File: config.mk
export PLATFORM = sky130hd
export DESIGN_NAME = dram_io_ctl
export DESIGN_NICKNAME = d
export VERILOG_FILES = /design/src/rtl/dram_io_pkg.sv /design/src/rtl/io_strobe_edges.sv /design/src/rtl/io_path_fsm.sv /design/src/rtl/io_out_latch.sv /design/src/rtl/io_wmask.sv /design/src/rtl/dram_io_ctl.sv
export SDC_FILE = /design/constraint.sdc
export NUM_CORES = 1
export LEC_CHECK = 0
export BUFFER_PORTS_ARGS = -buffer_cell sky130_fd_sc_hd__clkbuf_2
export CAP_MARGIN = 20
export CORE_MARGIN = 2
export CORE_UTILIZATION = 48
export DETAILED_ROUTE_END_ITERATION = 12
export PLACE_DENSITY = 0.94
export SLEW_MARGIN = 20
export SYNTH_ARGS = -nofsm -noshare
export SYNTH_HDL_FRONTEND = slang
export SYNTH_HIERARCHICAL = 1
export SYNTH_SLANG_ARGS = --single-unit
File: constraint.sdc
create_clock -name clk -period 2.45 [get_ports clk]
set_clock_uncertainty 0.05 [all_clocks]
set_input_delay 0.1225 -clock clk [delete_from_list [all_inputs] [get_ports clk]]
set_output_delay 0.1225 -clock clk [all_outputs]
set_load 0.01 [all_outputs]
File: src/rtl/dram_io_pkg.sv
package dram_io_pkg;

   // Path state: closed, open for reading, or inside a write cycle
   typedef enum logic [1:0] {
      PATH_SHUT  = 2'd0,
      PATH_READ  = 2'd1,
      PATH_WRITE = 2'd2
   } path_st_t;

   // Strobe events derived from consecutive samples
   typedef struct packed {
      logic row_fall;
      logic row_rise;
      logic col_fall;
      logic row_held;   // row strobe was low at the previous edge too
   } strobe_ev_t;

endpackage

File: src/rtl/io_strobe_edges.sv
module io_strobe_edges
   import dram_io_pkg::*;
(
   input  logic       clk,
   input  logic       rst_n,
   input  logic       ras_n,
   input  logic       cas_n,
   output strobe_ev_t ev
);

   logic ras_q;
   logic cas_q;

   always_ff @(posedge clk) begin
      if (!rst_n) begin
         ras_q <= 1'b1;
         cas_q <= 1'b1;
      end else begin
         ras_q <= ras_n;
         cas_q <= cas_n;
      end
   end

   always_comb begin
      ev.row_fall = ras_q & ~ras_n;
      ev.row_rise = ~ras_q & ras_n;
      ev.col_fall = cas_q & ~cas_n;
      ev.row_held = ~ras_q;
   end

endmodule

File: src/rtl/io_path_fsm.sv
module io_path_fsm
   import dram_io_pkg::*;
#(
   parameter bit EXT_HOLD = 1'b1
) (
   input  logic     clk,
   input  logic     rst_n,
   input  logic     ras_n,
   input  logic     cas_n,
   input  logic     we_n,
   input  logic     col_fall,
   output path_st_t st
);

   logic     close_now;
   path_st_t st_nx;

   generate
      if (EXT_HOLD) begin : g_hold
         // drivers remain until both strobes are high
         assign close_now = ras_n & cas_n;
      end else begin : g_page
         assign close_now = cas_n;
      end
   endgenerate

   always_comb begin
      st_nx = st;
      if (close_now) begin
         st_nx = PATH_SHUT;
      end else begin
         unique case (st)
            PATH_SHUT: begin
               if (col_fall && !ras_n)
                  st_nx = we_n ? PATH_READ : PATH_WRITE;
            end
            PATH_READ: begin
               if (!ras_n && !cas_n && !we_n)
                  st_nx = PATH_WRITE;
            end
            PATH_WRITE: st_nx = PATH_WRITE;
            default:    st_nx = PATH_SHUT;
         endcase
      end
   end

   always_ff @(posedge clk) begin
      if (!rst_n) st <= PATH_SHUT;
      else        st <= st_nx;
   end

   // a column edge with the row strobe high never opens the path
   a_r3_no_open_row_high: assert property (@(posedge clk) disable iff (!rst_n)
      (ras_n && st == PATH_SHUT) |=> (st == PATH_SHUT));

   // both strobes high always closes the path
   a_r5_close_both_high: assert property (@(posedge clk) disable iff (!rst_n)
      (ras_n && cas_n) |=> (st == PATH_SHUT));

endmodule

File: src/rtl/io_out_latch.sv
module io_out_latch #(
   parameter int DW = 8
) (
   input  logic          clk,
   input  logic          rst_n,
   input  logic          load,
   input  logic [DW-1:0] d,
   output logic [DW-1:0] q
);

   always_ff @(posedge clk) begin
      if (!rst_n)    q <= '0;
      else if (load) q <= d;
   end

   // without a load the latch keeps its contents
   a_r11_latch_hold: assert property (@(posedge clk) disable iff (!rst_n)
      !load |=> $stable(q));

endmodule

File: src/rtl/io_wmask.sv
module io_wmask #(
   parameter int DW         = 8,
   parameter bit PER_BIT_EN = 1'b1
) (
   input  logic          clk,
   input  logic          rst_n,
   input  logic          row_fall,
   input  logic          row_rise,
   input  logic          we_n,
   input  logic [DW-1:0] pin_in,
   output logic [DW-1:0] mask
);

   localparam logic [DW-1:0] ALL_ON = {DW{1'b1}};

   generate
      if (PER_BIT_EN) begin : g_mask
         always_ff @(posedge clk) begin
            if (!rst_n)
               mask <= ALL_ON;
            else if (row_fall)
               mask <= we_n ? ALL_ON : pin_in;
            else if (row_rise)
               mask <= ALL_ON;
         end
      end else begin : g_nomask
         logic unused_in;
         assign unused_in = ^{clk, rst_n, row_fall, row_rise, we_n, pin_in};
         assign mask = ALL_ON;
      end
   endgenerate

   // the mask never outlives its row cycle
   a_r10_mask_restore: assert property (@(posedge clk) disable iff (!rst_n)
      row_rise |=> (mask == ALL_ON));

endmodule

File: src/rtl/dram_io_ctl.sv
module dram_io_ctl
   import dram_io_pkg::*;
#(
   parameter int DW         = 8,
   parameter bit EXT_HOLD   = 1'b1,
   parameter bit PER_BIT_EN = 1'b1
) (
   input  logic          clk,
   input  logic          rst_n,
   input  logic          ras_n,
   input  logic          cas_n,
   input  logic          we_n,
   input  logic          oe_n,
   input  logic [DW-1:0] rd_data,
   input  logic [DW-1:0] pin_in,
   output logic [DW-1:0] dout,
   output logic          dout_en,
   output logic [DW-1:0] wmask,
   output logic [DW-1:0] bit_we
);

   localparam logic [DW-1:0] NONE = '0;

   generate
      if (DW < 1) begin : g_bad_width
         $error("dram_io_ctl: DW must be at least 1");
      end
   endgenerate

   strobe_ev_t ev;
   path_st_t   st;
   logic       rd_load;
   logic       wr_now;

   io_strobe_edges u_edges (
      .clk   (clk),
      .rst_n (rst_n),
      .ras_n (ras_n),
      .cas_n (cas_n),
      .ev    (ev)
   );

   io_path_fsm #(.EXT_HOLD(EXT_HOLD)) u_path (
      .clk      (clk),
      .rst_n    (rst_n),
      .ras_n    (ras_n),
      .cas_n    (cas_n),
      .we_n     (we_n),
      .col_fall (ev.col_fall),
      .st       (st)
   );

   assign rd_load = ev.col_fall & ~ras_n & we_n;

   io_out_latch #(.DW(DW)) u_latch (
      .clk   (clk),
      .rst_n (rst_n),
      .load  (rd_load),
      .d     (rd_data),
      .q     (dout)
   );

   io_wmask #(.DW(DW), .PER_BIT_EN(PER_BIT_EN)) u_mask (
      .clk      (clk),
      .rst_n    (rst_n),
      .row_fall (ev.row_fall),
      .row_rise (ev.row_rise),
      .we_n     (we_n),
      .pin_in   (pin_in),
      .mask     (wmask)
   );

   assign dout_en = (st == PATH_READ) & ~oe_n & we_n;
   assign wr_now  = ev.row_held & ~ras_n & ~cas_n & ~we_n;
   assign bit_we  = wr_now ? wmask : NONE;

   // a write never touches a bit the mask protects
   a_r8_bwe_within_mask: assert property (@(posedge clk) disable iff (!rst_n)
      ((bit_we & ~wmask) == NONE));

   // drivers are off for any cycle spent inside a write
   a_r7_off_in_write: assert property (@(posedge clk) disable iff (!rst_n)
      (st == PATH_WRITE) |-> !dout_en);

endmodule

==> metrics <==
io pins=between 40 and 50; vias in the first global route=845; Cell Area, Placed=around 1200 um2; placed insts=170; FILL cells=around 170; first-pass GRT wire length=3530 um; Pleak=around 0.56 nW; crit end category=primary output; DR iter-0 viols=13; Ys Warns=6; Power Density=559 nW/um2; Num CTS Buffers=3; share of synthesized registers carrying an async set or reset=0%; Synth area leader=dfxtp_1; Synth top area share=41.2%; dpl hpwl=1680 um; final slew viol count=0; chip height=between 40 and 50 um; actual slew at the worst max-slew pin=just under 400 ps; quantity of hold-fixing buffers added after cts=0; share of cells above drive strength 1=38.1%; Arr. time, crit path=about 1300 ps; worst hold slack=between 30 and 40 ps; outcome=completed; max cap viols=0; CP Class=flip-flop to primary output; Critical Path Source Type=flip-flop; Final Hold Fails=0; Core ar.=1940 um2; Total Wirelength=2160 um; Synth Instances=100; Gates resized, CTS repair=0; Yosys cell types=24; worst slack, placed=approximately 1000 ps; Row Count=16; antenna violations before repair=0; Crit path required time=roughly 2300 ps; Post-route DRC=0; final setup margin=936 ps; #FFs+latches synth=20; Skew-Pair Late Insertion Delay=290 ps; Final ANT Viol Nets=0; Syn Nets=125; port bufs=46; Tot Pwr=around 0.71 mW; Die X=between 40 and 50 um; top_reg_cell synth=dfxtp_1; register area share after synthesis=around two fifths; Overflow after GRT=0; Final period util=between 60% and 70%; Antenna Cells=0; Finish-stage setup viols=0; setup tns final=0 ps; setup bufs post-CTS=0; Area contributors post-synth=dfxtp_1, mux2i_1, nor2b_1; Core Util, Final=64.9%; non-filler cells, final=approximately 170; synthesized cell area=972 um2; max frequency=about 0.66 GHz; GRT Total Usage=19.1%; die area=around 2400 um2; Slew HR=73.8%; Num Clock Sinks=20; via count=roughly 900; HP Class=primary input to flip-flop; Tmin final=between 1500 and 2000 ps; via/cell ratio=around 5.1; Avg WL per Cell=between 10 and 15 um; most common cell in the netlist=dfxtp_1; DR pass1 iterations=4; maximum vdd drop=388 uV; pin count of the biggest net entering global routing=20; Avg Inst Size Synth=9.72 um2; RSZ-0062 raised after global routing=no; # H-tree levels=1; CTS tree=done; Reg clk slew, reported paths=110 ps; Finished Cell Area=~1300 um2; CTS max path bufs=2; top cells by count, synth=dfxtp_1, mux2i_1, nor2b_1, and2_1, nor3_1; Final #Nets=around 170; maximum fanout along the worst path=8; GPL Wtd Cong=approximately 0.77; EDFF count, synth=0; initial core utilization=about half; area growth from synthesis to layout=29.7%; clock root buffer master=clkbuf_4
==> where the power goes <==
| group | internal, mW | switching [mW] | total [mW] |
|---|---|---|---|
| Sequential | 0.338 | 0.00864 | 0.346 |
| Clock | 0.165 | 0.0928 | 0.258 |
| Combinational | 0.0488 | 0.0522 | 0.101 |
==> worst paths after layout <==
check / from / cells past startpoint / slack (ps) / endpoint
hold / removal: rd_data[3] / 3 / 40 / u_latch/q[3]
setup / recovery: u_edges/ras_q / 4 / 940 / bit_we[1]
hold reg to reg: u_latch/q[3] / 2 / 480 / u_latch/q[3]
setup reg to reg: u_path/st[1] / 5 / 980 / u_path/st[1]
==> state kept, by name, indices dropped and copies added (netlist names) <==
name	cells
u_edges/cas_q	1
u_latch/q	8
u_edges/ras_q	1
u_path/st	2
u_mask/mask	8
==> worst max-delay path, stage by stage (launching register included) <==
cell and delay (ps):
dfxtp_1 330, inv_1 50, nor4b_4 340, and2_1 200, clkbuf_2 130
==> layout by cell type (no fill, tap or decap), types with 2 or more instances in the layout <==
cell type  instances
clkbuf_2          46
dfxtp_1           20
nor2b_1           10
mux2i_1           10
and2_1             8
nor3_1             8
o21ai_0            7
nor3b_1            6
inv_1              4
nand2_1            3
clkbuf_4           3
nand2b_1           3
o21ai_1            3
ha_1               3
and2b_2            2
nor3b_2            2
==> cell type report <==
| cell class | count | area (um2) | share of cell area [%] |
|---|---|---|---|
| Sequential cell | 20 | 400 | 31.7 |
| Timing Repair Buffer | 47 | 238 | 18.8 |
| Inverter | 4 | 15.0 | 1.19 |
| Tap cell | 27 | 33.8 | 2.68 |
| Clock buffer | 3 | 22.5 | 1.79 |
| Multi-Input combinational cell | 72 | 522 | 41.4 |
| Clock inverter | 1 | 30.0 | 2.38 |
==> kinds of logic after synthesis <==
group / share of synthesized area, %
AOI/OAI and AO/OA: 6.69
adders and majority gates: 3.86
buffers and inverters: 5.15
DFF: 41.2
muxes: 10.3
and+or+nand+nor: 32.8
==> routing by layer <==
| metal | GRT usage [%] | share of wire, % |
|---|---|---|
| met3 | 5.52 | 5.1 |
| met5 | 0 | 0 |
| met1 | 20.3 | 41 |
| met4 | 7.14 | 0.65 |
| met2 | 35.4 | 53 |
No activity file was read; power rests on OpenSTA's default activity.
